===== config.mk =====
export PLATFORM = sky130hd
export DESIGN_NAME = strobed_char_retimer
export DESIGN_NICKNAME = d
export VERILOG_FILES = /design/src/rtl/retimer_pkg.sv /design/src/rtl/retimer_sync.sv /design/src/rtl/retimer_ctrl.sv /design/src/rtl/retimer_datapath.sv /design/src/rtl/strobed_char_retimer.sv
export SDC_FILE = /design/constraint.sdc
export NUM_CORES = 1
export LEC_CHECK = 0
export ABC_AREA = 1
export BUFFER_PORTS_ARGS = -buffer_cell sky130_fd_sc_hd__buf_2
export CORE_MARGIN = 2
export CORE_UTILIZATION = 45
export DETAILED_ROUTE_END_ITERATION = 10
export GPL_TIMING_DRIVEN = 0
export PLACE_DENSITY = 0.65
export SYNTH_ARGS = -nofsm -noshare
export SYNTH_HDL_FRONTEND = slang
export SYNTH_HIERARCHICAL = 1
export SYNTH_SLANG_ARGS = --single-unit

===== constraint.sdc =====
create_clock -name clk -period 1.7 [get_ports clk]
set_input_delay 0.17 -clock clk [delete_from_list [all_inputs] [get_ports clk]]
set_output_delay 0.17 -clock clk [all_outputs]
set_load 0.02 [all_outputs]

===== src/rtl/retimer_pkg.sv =====
package retimer_pkg;
  typedef enum logic [1:0] {RX_HUNT, RX_DATA, RX_STOP} rxState_t;
  typedef enum logic {TX_PASS, TX_SEND} txState_t;

  // strobes from control to datapath
  typedef struct packed {
    logic sampleEn;   // take one data bit into the receive shift register
    logic loadHold;   // move the received character into the hold register
    logic shiftHold;  // present the next held bit
    logic passThru;   // output carries the raw stream
  } dpCtl_t;
endpackage


===== src/rtl/retimer_sync.sv =====
module retimer_sync #(
  parameter int STAGES = 2,
  parameter bit RESET_VAL = 1'b1
) (
  input  logic clk,
  input  logic rstN,
  input  logic asyncIn,
  output logic syncOut
);
  logic [STAGES-1:0] chain;

  generate
    for (genvar i = 0; i < STAGES; i++) begin : g_stage
      if (i == 0) begin : g_first
        always_ff @(posedge clk or negedge rstN)
          if (!rstN) chain[0] <= RESET_VAL;
          else       chain[0] <= asyncIn;
      end else begin : g_next
        always_ff @(posedge clk or negedge rstN)
          if (!rstN) chain[i] <= RESET_VAL;
          else       chain[i] <= chain[i-1];
      end
    end
  endgenerate

  assign syncOut = chain[STAGES-1];
endmodule


===== src/rtl/retimer_ctrl.sv =====
module retimer_ctrl
  import retimer_pkg::*;
#(
  parameter int BIT_TICKS = 2983,
  parameter int DATA_BITS = 8
) (
  input  logic   clk,
  input  logic   rstN,
  input  logic   rawSync,
  input  logic   strobeSync,
  output dpCtl_t ctl,
  output logic   irqAct
);
  localparam int FIRST_WAIT = BIT_TICKS + BIT_TICKS / 2;
  localparam int CNT_W = $clog2(FIRST_WAIT + 1);
  localparam int IDX_W = (DATA_BITS > 1) ? $clog2(DATA_BITS) : 1;
  localparam logic [CNT_W-1:0] FIRST_LOAD = CNT_W'(FIRST_WAIT - 1);
  localparam logic [CNT_W-1:0] BIT_LOAD = CNT_W'(BIT_TICKS - 1);
  localparam logic [IDX_W-1:0] LAST_IDX = IDX_W'(DATA_BITS - 1);

  rxState_t rxState;
  txState_t txState;
  logic [CNT_W-1:0] tickCnt;
  logic [IDX_W-1:0] bitIdx;
  logic [IDX_W-1:0] fallCnt;
  logic rawPrev, strobePrev, charRdyQ, irqQ;
  logic sampleTick, startEdge, strobeRise, strobeFall;

  assign startEdge  = rawPrev && !rawSync;
  assign strobeRise = !strobePrev && strobeSync;
  assign strobeFall = strobePrev && !strobeSync;
  assign sampleTick = (rxState == RX_DATA) && (tickCnt == '0);

  // receive timing
  always_ff @(posedge clk or negedge rstN) begin
    if (!rstN) begin
      rxState  <= RX_HUNT;
      tickCnt  <= '0;
      bitIdx   <= '0;
      rawPrev  <= 1'b1;
      charRdyQ <= 1'b0;
    end else begin
      rawPrev  <= rawSync;
      charRdyQ <= sampleTick && (bitIdx == LAST_IDX);
      unique case (rxState)
        RX_HUNT: if (startEdge) begin
          rxState <= RX_DATA;
          tickCnt <= FIRST_LOAD;
          bitIdx  <= '0;
        end
        RX_DATA: if (tickCnt == '0) begin
          tickCnt <= BIT_LOAD;
          if (bitIdx == LAST_IDX) rxState <= RX_STOP;
          else bitIdx <= bitIdx + 1'b1;
        end else begin
          tickCnt <= tickCnt - 1'b1;
        end
        RX_STOP: if (tickCnt == '0) rxState <= RX_HUNT;
                 else tickCnt <= tickCnt - 1'b1;
        default: rxState <= RX_HUNT;
      endcase
    end
  end

  // host transfer
  always_comb begin
    ctl.sampleEn  = sampleTick;
    ctl.loadHold  = (txState == TX_PASS) && charRdyQ && !strobeSync;
    ctl.shiftHold = (txState == TX_SEND) && strobeFall && (fallCnt != LAST_IDX);
    ctl.passThru  = (txState == TX_PASS);
  end

  always_ff @(posedge clk or negedge rstN) begin
    if (!rstN) begin
      txState    <= TX_PASS;
      fallCnt    <= '0;
      irqQ       <= 1'b0;
      strobePrev <= 1'b1;
    end else begin
      strobePrev <= strobeSync;
      unique case (txState)
        TX_PASS: if (ctl.loadHold) begin
          txState <= TX_SEND;
          fallCnt <= '0;
          irqQ    <= 1'b1;
        end
        TX_SEND: begin
          if (strobeRise) irqQ <= 1'b0;
          if (strobeFall) begin
            if (fallCnt == LAST_IDX) begin
              txState <= TX_PASS;
              irqQ    <= 1'b0;
            end else begin
              fallCnt <= fallCnt + 1'b1;
            end
          end
        end
        default: txState <= TX_PASS;
      endcase
    end
  end

  assign irqAct = irqQ;

  AST_CHAR_AFTER_SAMPLE: assert property (@(posedge clk) disable iff (!rstN)
    charRdyQ |-> $past(ctl.sampleEn)) else $error("char ready without sample");
  AST_IRQ_NEEDS_LOW_STROBE: assert property (@(posedge clk) disable iff (!rstN)
    $rose(irqQ) |-> !$past(strobeSync)) else $error("irq with strobe high");
  AST_IRQ_RELEASE: assert property (@(posedge clk) disable iff (!rstN)
    (irqQ && strobeRise) |=> !irqQ) else $error("irq not released");
  AST_RETURN_AFTER_LAST: assert property (@(posedge clk) disable iff (!rstN)
    (txState == TX_SEND && strobeFall && fallCnt == LAST_IDX) |=> (txState == TX_PASS && !irqQ))
    else $error("no return to pass-through");
  AST_DISABLED_STAYS_PASS: assert property (@(posedge clk) disable iff (!rstN)
    (txState == TX_PASS && strobeSync) |=> txState == TX_PASS) else $error("offer while disabled");
  AST_DROP_WHEN_BUSY: assert property (@(posedge clk) disable iff (!rstN)
    (txState == TX_SEND && charRdyQ && !strobeFall) |=> (txState == TX_SEND && $stable(fallCnt)))
    else $error("busy transfer disturbed");
  AST_NO_RESTART_IN_CHAR: assert property (@(posedge clk) disable iff (!rstN)
    (rxState == RX_DATA && tickCnt != '0) |=> (rxState == RX_DATA && tickCnt == $past(tickCnt) - 1'b1))
    else $error("character restarted");
endmodule


===== src/rtl/retimer_datapath.sv =====
module retimer_datapath
  import retimer_pkg::*;
#(
  parameter int DATA_BITS = 8
) (
  input  logic   clk,
  input  logic   rstN,
  input  logic   rawSync,
  input  dpCtl_t ctl,
  output logic   dataOut
);
  logic [DATA_BITS-1:0] rxShift;
  logic [DATA_BITS-1:0] holdReg;

  always_ff @(posedge clk or negedge rstN) begin
    if (!rstN) begin
      rxShift <= '1;
      holdReg <= '1;
    end else begin
      if (ctl.sampleEn) rxShift <= {rawSync, rxShift[DATA_BITS-1:1]};
      if (ctl.loadHold)       holdReg <= rxShift;
      else if (ctl.shiftHold) holdReg <= {1'b1, holdReg[DATA_BITS-1:1]};
    end
  end

  assign dataOut = ctl.passThru ? rawSync : holdReg[0];

  AST_FIRST_BIT_SHOWN: assert property (@(posedge clk) disable iff (!rstN)
    ctl.loadHold |=> (dataOut == $past(rxShift[0]))) else $error("bit 0 not presented");
  AST_NEXT_BIT_SHOWN: assert property (@(posedge clk) disable iff (!rstN)
    ctl.shiftHold |=> (dataOut == $past(holdReg[1]))) else $error("next bit not presented");
endmodule


===== src/rtl/strobed_char_retimer.sv =====
module strobed_char_retimer
  import retimer_pkg::*;
#(
  parameter int BIT_TICKS = 2983,
  parameter int DATA_BITS = 8,
  parameter int SYNC_STAGES = 2
) (
  input  logic clk,
  input  logic rstN,
  input  logic rawIn,
  input  logic strobeIn,
  output logic dataOut,
  output logic irqN
);
  logic rawSync, strobeSync, irqAct;
  dpCtl_t ctl;

  retimer_sync #(.STAGES(SYNC_STAGES), .RESET_VAL(1'b1)) rawSync_i (
    .clk(clk), .rstN(rstN), .asyncIn(rawIn), .syncOut(rawSync));
  retimer_sync #(.STAGES(SYNC_STAGES), .RESET_VAL(1'b1)) strobeSync_i (
    .clk(clk), .rstN(rstN), .asyncIn(strobeIn), .syncOut(strobeSync));

  retimer_ctrl #(.BIT_TICKS(BIT_TICKS), .DATA_BITS(DATA_BITS)) ctrl_i (
    .clk(clk), .rstN(rstN), .rawSync(rawSync), .strobeSync(strobeSync),
    .ctl(ctl), .irqAct(irqAct));

  retimer_datapath #(.DATA_BITS(DATA_BITS)) dp_i (
    .clk(clk), .rstN(rstN), .rawSync(rawSync), .ctl(ctl), .dataOut(dataOut));

  assign irqN = ~irqAct;

  AST_RESET_RELEASED: assert property (@(posedge clk) $rose(rstN) |-> irqN)
    else $error("irq active out of reset");
endmodule


# Word level (Yosys, flattened, before mapping)
# Cells that the tools add are included.
# Widths: inputs -> output; s select.
# totals
in_bits	4
regBits	46
out_inout_bits	2
# classes
n_bitwise	2
n_eq_ne	14
n_mux	29
addsub	3
n_reduce_logical	21
# op_table
operator	n
$mux 13	3
$pmux 13 s3	1
$mux 3	6
$mux 8	2
$logic_not 13->1	1
$sub 13x1->13 const B	1
$ne 2x2->1 const B	6
$pmux 3 s2	2
$logic_and 1x1->1	9
$mux 1	8
$mux 2	4
$reduce_and 4->1	2
$add 3x1->3 const B	2
$eq 3x3->1 const B	2
$ne 2x1->1 const B	3
$pmux 2 s3	1
$reduce_and 3->1	2
$pmux 1 s2	2
$reduce_bool 2->1	2
$logic_not 1->1	3
$ne 3x3->1 const B	1
$reduce_bool 3->1	1
$eq 2x1->1 const B	1
$eq 2x2->1 const B	1
other kinds (2)	3

# Longest topological paths before layout
# Gate-level depths: netlist of the first run.
# logic_depth
depth_word	6
ltp_mapped	10
ltp_nobuf	10

# By module
# The synthesis of the first run kept the hierarchy.
# by_module_without_submodules
module	instances	area_per_inst_um2	cells_each
retimer_ctrl	1	1589.0	207
retimer_datapath	1	747.0	90
retimer_sync	2	52.6	2
strobed_char_retimer	1	3.8	1

# Worst setup path before layout of the first run
# No wires, ideal clock.
# synth_timing
path_type	register to register
start	register ctrl_i.fallCnt[0]
end	register ctrl_i.fallCnt[1]
required_ns	1.579
path_stages_with_launch	6
slack_ns	0.134
t_arrival_ns	1.445
path_buffers	0
path_cell_list	dfrtp_1 -> ha_1 -> ha_1 -> nor2_1 -> nor2_1 -> a22o_1
# synth_between
elab_chain_len	4
elab_cells_between_ends	7
cone_classes	1 x add/sub; 2 x eq/ne; 3 x mux; 1 x reduce/logical
# synth_lines
item	line	rtl
start: declaration	retimer_ctrl.sv:25	logic [IDX_W-1:0] fallCnt;
start signal: assignment	retimer_ctrl.sv:94	fallCnt <= fallCnt + 1'b1;
$add 3x1->3	retimer_ctrl.sv:94	
$mux 3	retimer_ctrl.sv:90	if (fallCnt == LAST_IDX) begin
$mux 3	retimer_ctrl.sv:89	if (strobeFall) begin
$pmux 3 s2	retimer_ctrl.sv:81	unique case (txState)
# Several ways; a longest one is shown, not always the timed one. The select of a mux whose other input is x is not followed.
# A chain may end at the register's enable or synchronous reset.

# Final worst setup path of the first run
# layout_timing
start	register ctrl_i.rxState[0]
end	register ctrl_i.tickCnt[12]
# layout_between
elab_chain_len	3
elab_cells_between_ends	8
cone_classes	4 x eq/ne; 1 x mux; 3 x reduce/logical
# layout_lines
item	line	rtl
start: declaration	retimer_ctrl.sv:21	rxState_t rxState;
start signal: assignment	retimer_ctrl.sv:37	rxState <= RX_HUNT;
start signal: assignment	retimer_ctrl.sv:47	rxState <= RX_DATA;
start signal: assignment	retimer_ctrl.sv:53	if (bitIdx == LAST_IDX) rxState <= RX_STOP;
$eq 2x2->1, or another cell as far along	retimer_ctrl.sv:45	unique case (rxState)
$ne 2x2->1 (no source line), or another cell as far along	n/a	
$reduce_and 3->1 (no source line)	n/a	
end signal: assignment	retimer_ctrl.sv:56	tickCnt <= tickCnt - 1'b1;
end signal: assignment	retimer_ctrl.sv:59	else tickCnt <= tickCnt - 1'b1;
end: declaration	retimer_ctrl.sv:23	logic [CNT_W-1:0] tickCnt;
# Several ways; a longest one is shown, not always the timed one.

==> results of run 1 <==
==> layer usage <==
metal  part of all wire (%)  routed length [um]
met5                      0                   0
met4                   0.52                  23
met3                    2.6                 118
met2                     49                2190
met1                     48                2130
==> state kept, by name, indices dropped and copies added, names as in the netlist <==
name and cells:
strobeSync_i/syncOut 1, ctrl_i/rxState 2, dp_i/rxShift 8, ctrl_i/txState 1
rawSync_i/syncOut 1, ctrl_i/charRdyQ 1, ctrl_i/fallCnt 3, ctrl_i/tickCnt 13
ctrl_i/bitIdx 3, strobeSync_i/chain 1, rawSync_i/chain 1, ctrl_i/strobePrev 1
dp_i/holdReg 8, ctrl_i/irqAct 1, ctrl_i/rawPrev 1
==> stage by stage <==
step	util, %	hold WS, ps
floorplan	-	-126
global placement	49.4	276
detailed placement	49.4	277
CTS	51.8	62.5
global route	54.0	94.8
finish	54.0	23.6
==> final cells by class <==
cell class | instances | area (sq um)
inverters | 35 | 138
clock inverters | 3 | 20.0
well taps | 70 | 87.6
clock buffers | 5 | 68.8
plain buffers | 3 | 33.8
flip-flops and latches | 46 | 1180
multi-input cells | 218 | 1150
fillers | 506 | 2380
repair buffers | 16 | 113
==> cells by family (layout without fill, tap and decap cells) <==
logic type / count (synthesis) / after routing / synth area share, %
adders and majority gates: 9 / 9 / 4.61
DFF: 46 / 46 / 48.2
xor gates and xnor gates: 4 / 4 / 1.43
AOI/OAI and AO/OA: 29 / 29 / 6.60
and+or+nand+nor: 176 / 176 / 32.3
buffers and inverters: 38 / 62 / 6.86
==> worst max path at each step <==
stage	slack, ps	to	from
floorplan	130	ctrl_i/fallCnt[1]$_DFFE_PN0P_	ctrl_i/fallCnt[0]$_DFFE_PN0P_
global placement	-30	dp_i/rxShift[7]$_DFFE_PN1P_	ctrl_i/tickCnt[0]$_DFFE_PN0P_
detailed placement	-60	dp_i/rxShift[7]$_DFFE_PN1P_	ctrl_i/tickCnt[0]$_DFFE_PN0P_
CTS	2	dp_i/rxShift[7]$_DFFE_PN1P_	ctrl_i/tickCnt[0]$_DFFE_PN0P_
global route	-20	ctrl_i/tickCnt[5]$_DFFE_PN0P_	ctrl_i/rxState[0]$_DFFE_PN0P_
finish	90	ctrl_i/tickCnt[12]$_DFFE_PN0P_	ctrl_i/rxState[0]$_DFFE_PN0P_
==> cell usage in the layout (no fill, tap or decap), types with 5 or more instances in the layout <==
master,n
a21oi_1,10
buf_2,5
buf_4,9
clkbuf_8,5
dfrtp_1,24
dfstp_2,22
ha_1,6
inv_1,26
inv_2,7
nand2_1,113
nand3_1,15
nor2_1,25
nor2_2,5
o21ai_0,6
o21ai_1,7
==> power by group through the flow <==
stage          Clock, uW  Sequential [uW]  Combinational (uW)
2_1_floorplan          0             1400                1050
3_3_place_gp           0             1430                1300
3_5_place_dp           0             1430                1310
4_1_cts              713             1420                1340
5_1_grt              761             1460                1750
6_report             679             1430                1550
==> repair_timing <==
item,in CTS,in global routing
pin swaps,1,4
resized for setup,4,15
hold endpoints to repair,2,0
hold buffers,2,0
setup endpoints to repair,18,19
gates cloned,0,1
setup buffers,0,8
==> results.sh, run 1 <==
export IMPL_setup_worst_path_end_class="register"
export IMPL_wl_per_cell_um=11.3
export IMPL_cp_common_cell="inv_2"
export IMPL_via_count=1875
export IMPL_tightest_slew_ps=989
export IMPL_slew_viol_final=0
export IMPL_fin_tns_setup_ps=0
export IMPL_p_switching_uw=1540
export IMPL_start_util_pct=47.3
export IMPL_placed_cell_area_sq_um=2560
export IMPL_rr_startpoint="ctrl_i/rxState[0]$_DFFE_PN0P_"
export IMPL_busiest_layer="met2"
export IMPL_path_buf_inv=4
export IMPL_hold_path_class="in -> async"
export IMPL_synthesis_nets=315
export IMPL_synthFlopType="dfrtp_1"
export IMPL_slowest_stage="dfrtp_1"
export IMPL_intPower_uw=2130
export IMPL_grt_max_degree=47
export IMPL_arrival_ps=1800
export IMPL_power_density_nw_per_um2=1310
export IMPL_crit_type="reg -> reg"
export IMPL_antenna_left=0
export IMPL_die_height_um=77.7
export IMPL_clock_latency_ps=300
export IMPL_vias_per_cell=4.73
export IMPL_antenna_cells=0
export IMPL_met1_usage_pct=19.3
export IMPL_numPortBuffers=5
export IMPL_wl_mm=4.47
export IMPL_p_clk_share_pct=18.6
export IMPL_yosys_area_top_type="dfrtp_1"
export IMPL_worstPathCellList="inv_2, ha_2, inv_1, nand2_2, o21ai_2, clkinv_2, nand2_4, inv_2, nor2_1, a21oi_1"
export IMPL_htree_levels=2
export IMPL_cp_num_cells=10
export IMPL_synth_most_common_cell="nand2_1"
export IMPL_pwr_share_comb_pct=42.4
export IMPL_synthTopCellsByArea="dfrtp_1 (25%), dfstp_2 (24%), nand2_1 (17%), ha_1 (4.6%), inv_1 (4.6%)"
export IMPL_drive_above_1_share_pct=25.2
export IMPL_async_flop_share_pct=100
export IMPL_grt_use_met3_pct=3.14
export IMPL_area_growth_pct=14.2
export IMPL_globalplace_congestion=0.845
export IMPL_synth_enable_flop_cells=0
export IMPL_yosysTopAreaCellShare_pct=24.6
export IMPL_grt_pass1_vias=1751
export IMPL_final_nets=338
export IMPL_synth_distinct_cells=31
export IMPL_worstPathMaxFanout=7
export IMPL_die_area_sq_um=6040
export IMPL_seqPwrFrac_pct=39.1
export IMPL_track_usage_pct=15.7
export IMPL_rr_worst_depth=10
export IMPL_r2r_end="ctrl_i/tickCnt[12]$_DFFE_PN0P_"
export IMPL_first_pass_iters=5
export IMPL_finClkSkew_ps=4.67
export IMPL_dp_cells=377
export IMPL_clk_pin_slew_ps=90
export IMPL_setup_viol=0
export IMPL_hold_viol=0
export IMPL_maxCapViolCount=0
export IMPL_cp_start_kind="register"
export IMPL_maxSlewHeadroom_pct=34.1
export IMPL_dr_first_iter_drc_count=102
export IMPL_place_ws_ps=-56.2
export IMPL_use_met2_pct=26.0
export IMPL_avgSynthCellArea_sq_um=8.10
export IMPL_cts_buffers_inserted=5
export IMPL_max_clock_path_buffers=2
export IMPL_fin_crit_ps=1610
export IMPL_drc=0
export IMPL_fin_ws_ps=86.2
export IMPL_peakVddDrop_uv=779
export IMPL_grt_first_pass_wirelength_mm=7.55
export IMPL_fmax_mhz=620
export IMPL_synth_seq_area_share_pct=48.2
export IMPL_min_period_over_period_pct=94.9
export IMPL_die_w_um=77.7
export IMPL_cp_top_family="flip-flops"
export IMPL_cts_sinks=46
export IMPL_yosys_warnings=6
export IMPL_synth_commonest_cells="nand2_1 (113), inv_1 (30), nor2_1 (28), dfrtp_1 (24), dfstp_2 (22)"
export IMPL_ys_ff_latch=46
export IMPL_required_ps=1890
export IMPL_cts_root_buf="clkbuf_8"
export IMPL_syn_area_sq_um=2440
export IMPL_slowest_delay_ps=450
export IMPL_antenna_found_initial=0
export IMPL_layout_cells_non_filler=396
export IMPL_r2r_slack_ps=90
export IMPL_io_pins=6
export IMPL_finalPower_uw=3660
export IMPL_rows=26
export IMPL_core_area_sq_um=5170
export IMPL_fin_area_sq_um=2790
export IMPL_synthCells=302
export IMPL_swShare_pct=41.9
export IMPL_rsz0062_at_grt="true"
export IMPL_tritoncts="done"
export IMPL_hpwl_mm=3.05
export IMPL_grt_ovfl_total=0
export IMPL_p_leak_uw=0.00135
export IMPL_run_status="complete, no violations"
No activity file was read; power rests on OpenSTA's default activity.
==> run 2, diff against run 1 <==
--- a/config.mk
+++ b/config.mk
@@ -7,6 +7,7 @@
 export LEC_CHECK = 0
 export ABC_AREA = 1
 export BUFFER_PORTS_ARGS = -buffer_cell sky130_fd_sc_hd__buf_2
+export CAP_MARGIN = 15
 export CORE_MARGIN = 2
 export CORE_UTILIZATION = 45
 export DETAILED_ROUTE_END_ITERATION = 10
==> constraint.sdc (replaced) <==
create_clock -name clk -period 1.5 [get_ports clk]
set_input_delay 0.15 -clock clk [delete_from_list [all_inputs] [get_ports clk]]
set_output_delay 0.15 -clock clk [all_outputs]
set_load 0.02 [all_outputs]
==> results.sh, run 2 (synthesis results as in run 1) <==
export IMPL_antenna_left=0
export IMPL_wl_per_cell_um=12.3
export IMPL_top_register="ctrl_i/tickCnt"
export IMPL_vias_per_cell=4.86
export IMPL_final_nets=357
export IMPL_rr_worst_depth=9
export IMPL_slew_viol_final=0
export IMPL_slowest_delay_ps=430
export IMPL_fin_ws_ps=-50.9
export IMPL_numPortBuffers=5
export IMPL_cp_common_cell="buf_6"
export IMPL_setup_worst_path_end_class="register"
export IMPL_track_usage_pct=17.1
export IMPL_timing_hold_ws_ps=7.43
export IMPL_peakVddDrop_uv=874
export IMPL_area_growth_pct=29.7
export IMPL_fin_crit_ps=1550
export IMPL_maxCapViolCount=0
export IMPL_arrival_ps=1790
export IMPL_reg_largest_list="ctrl_i/tickCnt x13, dp_i/holdReg x8, dp_i/rxShift x8"
export IMPL_rsz0062_at_grt="true"
export IMPL_die_height_um=77.7
export IMPL_largest_reg_flops=13
export IMPL_power_density_nw_per_um2=1620
export IMPL_antenna_found_initial=0
export IMPL_cts_sinks=46
export IMPL_tightest_slew_ps=977
export IMPL_placed_cell_area_sq_um=2560
export IMPL_antenna_cells=0
export IMPL_cp_top_family="simple AND/OR/NAND/NOR gates"
export IMPL_die_area_sq_um=6040
export IMPL_mostFrequentLayoutCells="nand2_1 (104), inv_1 (22), buf_4 (22), dfstp_2 (22), dfrtp_1 (21)"
export IMPL_grt_pass1_vias=1972
export IMPL_fin_area_sq_um=3170
export IMPL_path_buf_inv=4
export IMPL_crit_type="reg -> reg"
export IMPL_layout_commonest_cell="nand2_1"
export IMPL_maxSlewHeadroom_pct=34.9
export IMPL_required_ps=1740
export IMPL_cp_start_kind="register"
export IMPL_hpwl_mm=3.08
export IMPL_hold_path_class="in -> async"
export IMPL_via_count=2016
export IMPL_finClkSkew_ps=8.11
export IMPL_first_pass_iters=4
export IMPL_worstPathMaxFanout=7
export IMPL_r2r_end="dp_i/rxShift[5]$_DFFE_PN1P_"
export IMPL_violations="negative setup slack"
export IMPL_r2r_slack_ps=-50
export IMPL_max_clock_path_buffers=2
export IMPL_fillCellCount=438
export IMPL_cts_buffers_inserted=5
export IMPL_setup_viol=17
export IMPL_grt_max_degree=47
export IMPL_cts_root_buf="clkbuf_8"
export IMPL_dr_first_iter_drc_count=57
export IMPL_drive_above_1_share_pct=40.3
export IMPL_slowest_stage="dfrtp_1"
export IMPL_fmax_mhz=645
export IMPL_clock_latency_ps=300
export IMPL_htree_levels=2
export IMPL_place_ws_ps=-254
export IMPL_worstPathCellList="nor2_4, inv_2, nor4_2, nand3_1, inv_1, buf_6, buf_6, nand2_2, o21ai_1"
export IMPL_io_pins=6
export IMPL_grt_first_pass_wirelength_mm=8.35
export IMPL_wl_mm=5.09
export IMPL_hold_viol=0
export IMPL_min_period_over_period_pct=103
export IMPL_p_leak_uw=0.00148
export IMPL_finalPower_uw=5130
export IMPL_globalplace_congestion=0.804
export IMPL_start_util_pct=47.3
export IMPL_run_status="finished with violations"
export IMPL_tritoncts="done"
export IMPL_grt_ovfl_total=0
export IMPL_rows=26
export IMPL_die_w_um=77.7
export IMPL_core_area_sq_um=5170
export IMPL_drc=0
export IMPL_rr_startpoint="ctrl_i/tickCnt[7]$_DFFE_PN0P_"
export IMPL_clk_pin_slew_ps=90
[run 2: cell count changes in the layout (fill, tap and decap cells not counted), sizes merged]
cell	change
clkinv	-3
clkbuf	+1
bufinv	+1
inv	+1
buf	+19
[run 2: worst max path at each step]
stage                                       start                            end  slack [ps]  cells past startpoint
CTS                 ctrl_i/tickCnt[1]$_DFFE_PN0P_    dp_i/rxShift[0]$_DFFE_PN1P_         -60                     10
detailed placement  ctrl_i/tickCnt[0]$_DFFE_PN0P_    dp_i/rxShift[2]$_DFFE_PN1P_        -250                     10
floorplan           ctrl_i/rxState[1]$_DFFE_PN0P_  ctrl_i/tickCnt[3]$_DFFE_PN0P_          20                     10
finish              ctrl_i/tickCnt[7]$_DFFE_PN0P_    dp_i/rxShift[5]$_DFFE_PN1P_         -50                      9
global placement    ctrl_i/tickCnt[0]$_DFFE_PN0P_    dp_i/rxShift[7]$_DFFE_PN1P_        -240                     10
global route        ctrl_i/tickCnt[1]$_DFFE_PN0P_  ctrl_i/tickCnt[8]$_DFFE_PN0P_        -180                      9
[run 2: metal layers]
layer / vias to the layer above / part of all wire, % / global-route usage [%]
met5: - / 0 / 0
met4: 0 / 1.9 / 8.57
met3: 10 / 2.4 / 3.84
met2: 21 / 52 / 30.0
met1: 960 / 44 / 19.3
li1: 1025 / - / -
[run 2: layout make-up]
| type | count | area [sq um] | share of cell area, % |
|---|---|---|---|
| Timing Repair Buffer | 35 | 278 | 8.76 |
| Clock buffer | 6 | 72.6 | 2.29 |
| Multi-Input combinational cell | 218 | 1330 | 42.0 |
| Buffer | 3 | 33.8 | 1.07 |
| Tap cell | 70 | 87.6 | 2.76 |
| Clock inverter | 2 | 36.3 | 1.14 |
| Inverter | 35 | 149 | 4.70 |
| Sequential cell | 46 | 1180 | 37.3 |
[run 2: power breakdown]
group          internal [uW]  switching, uW  leakage (uW)
sequential              1440            211      0.000530
clock                    498            419     0.0000557
combinational           1070           1490      0.000899
total                   3000           2120       0.00148
[run 2: stage by stage]
stage / TNS [ps] / util [%] / std cells
floorplan: 0 / - / 302
global placement: -4050 / 49.5 / 377
detailed placement: -3990 / 49.5 / 377
CTS: -375 / 56.2 / 403
global route: -2190 / 61.3 / 415
finish: -420 / 61.3 / 415
[run 2: repair_timing]
item / 4_1_cts / 5_1_grt
endpoints found under the hold margin: 2 / 0
resized for setup: 31 / 51
hold buffers: 2 / 0
gates cloned: 1 / 0
buffers inserted: 15 / 12
endpoints found under the setup margin: 24 / 30
pin swaps: 9 / 23
[run 2: worst register-to-register path, stage by stage, from the launching register on]
cell,delay [ps]
dfrtp_1,430
nor2_4,170
inv_2,60
nor4_2,230
nand3_1,150
inv_1,90
buf_6,120
buf_6,120
nand2_2,40
o21ai_1,70
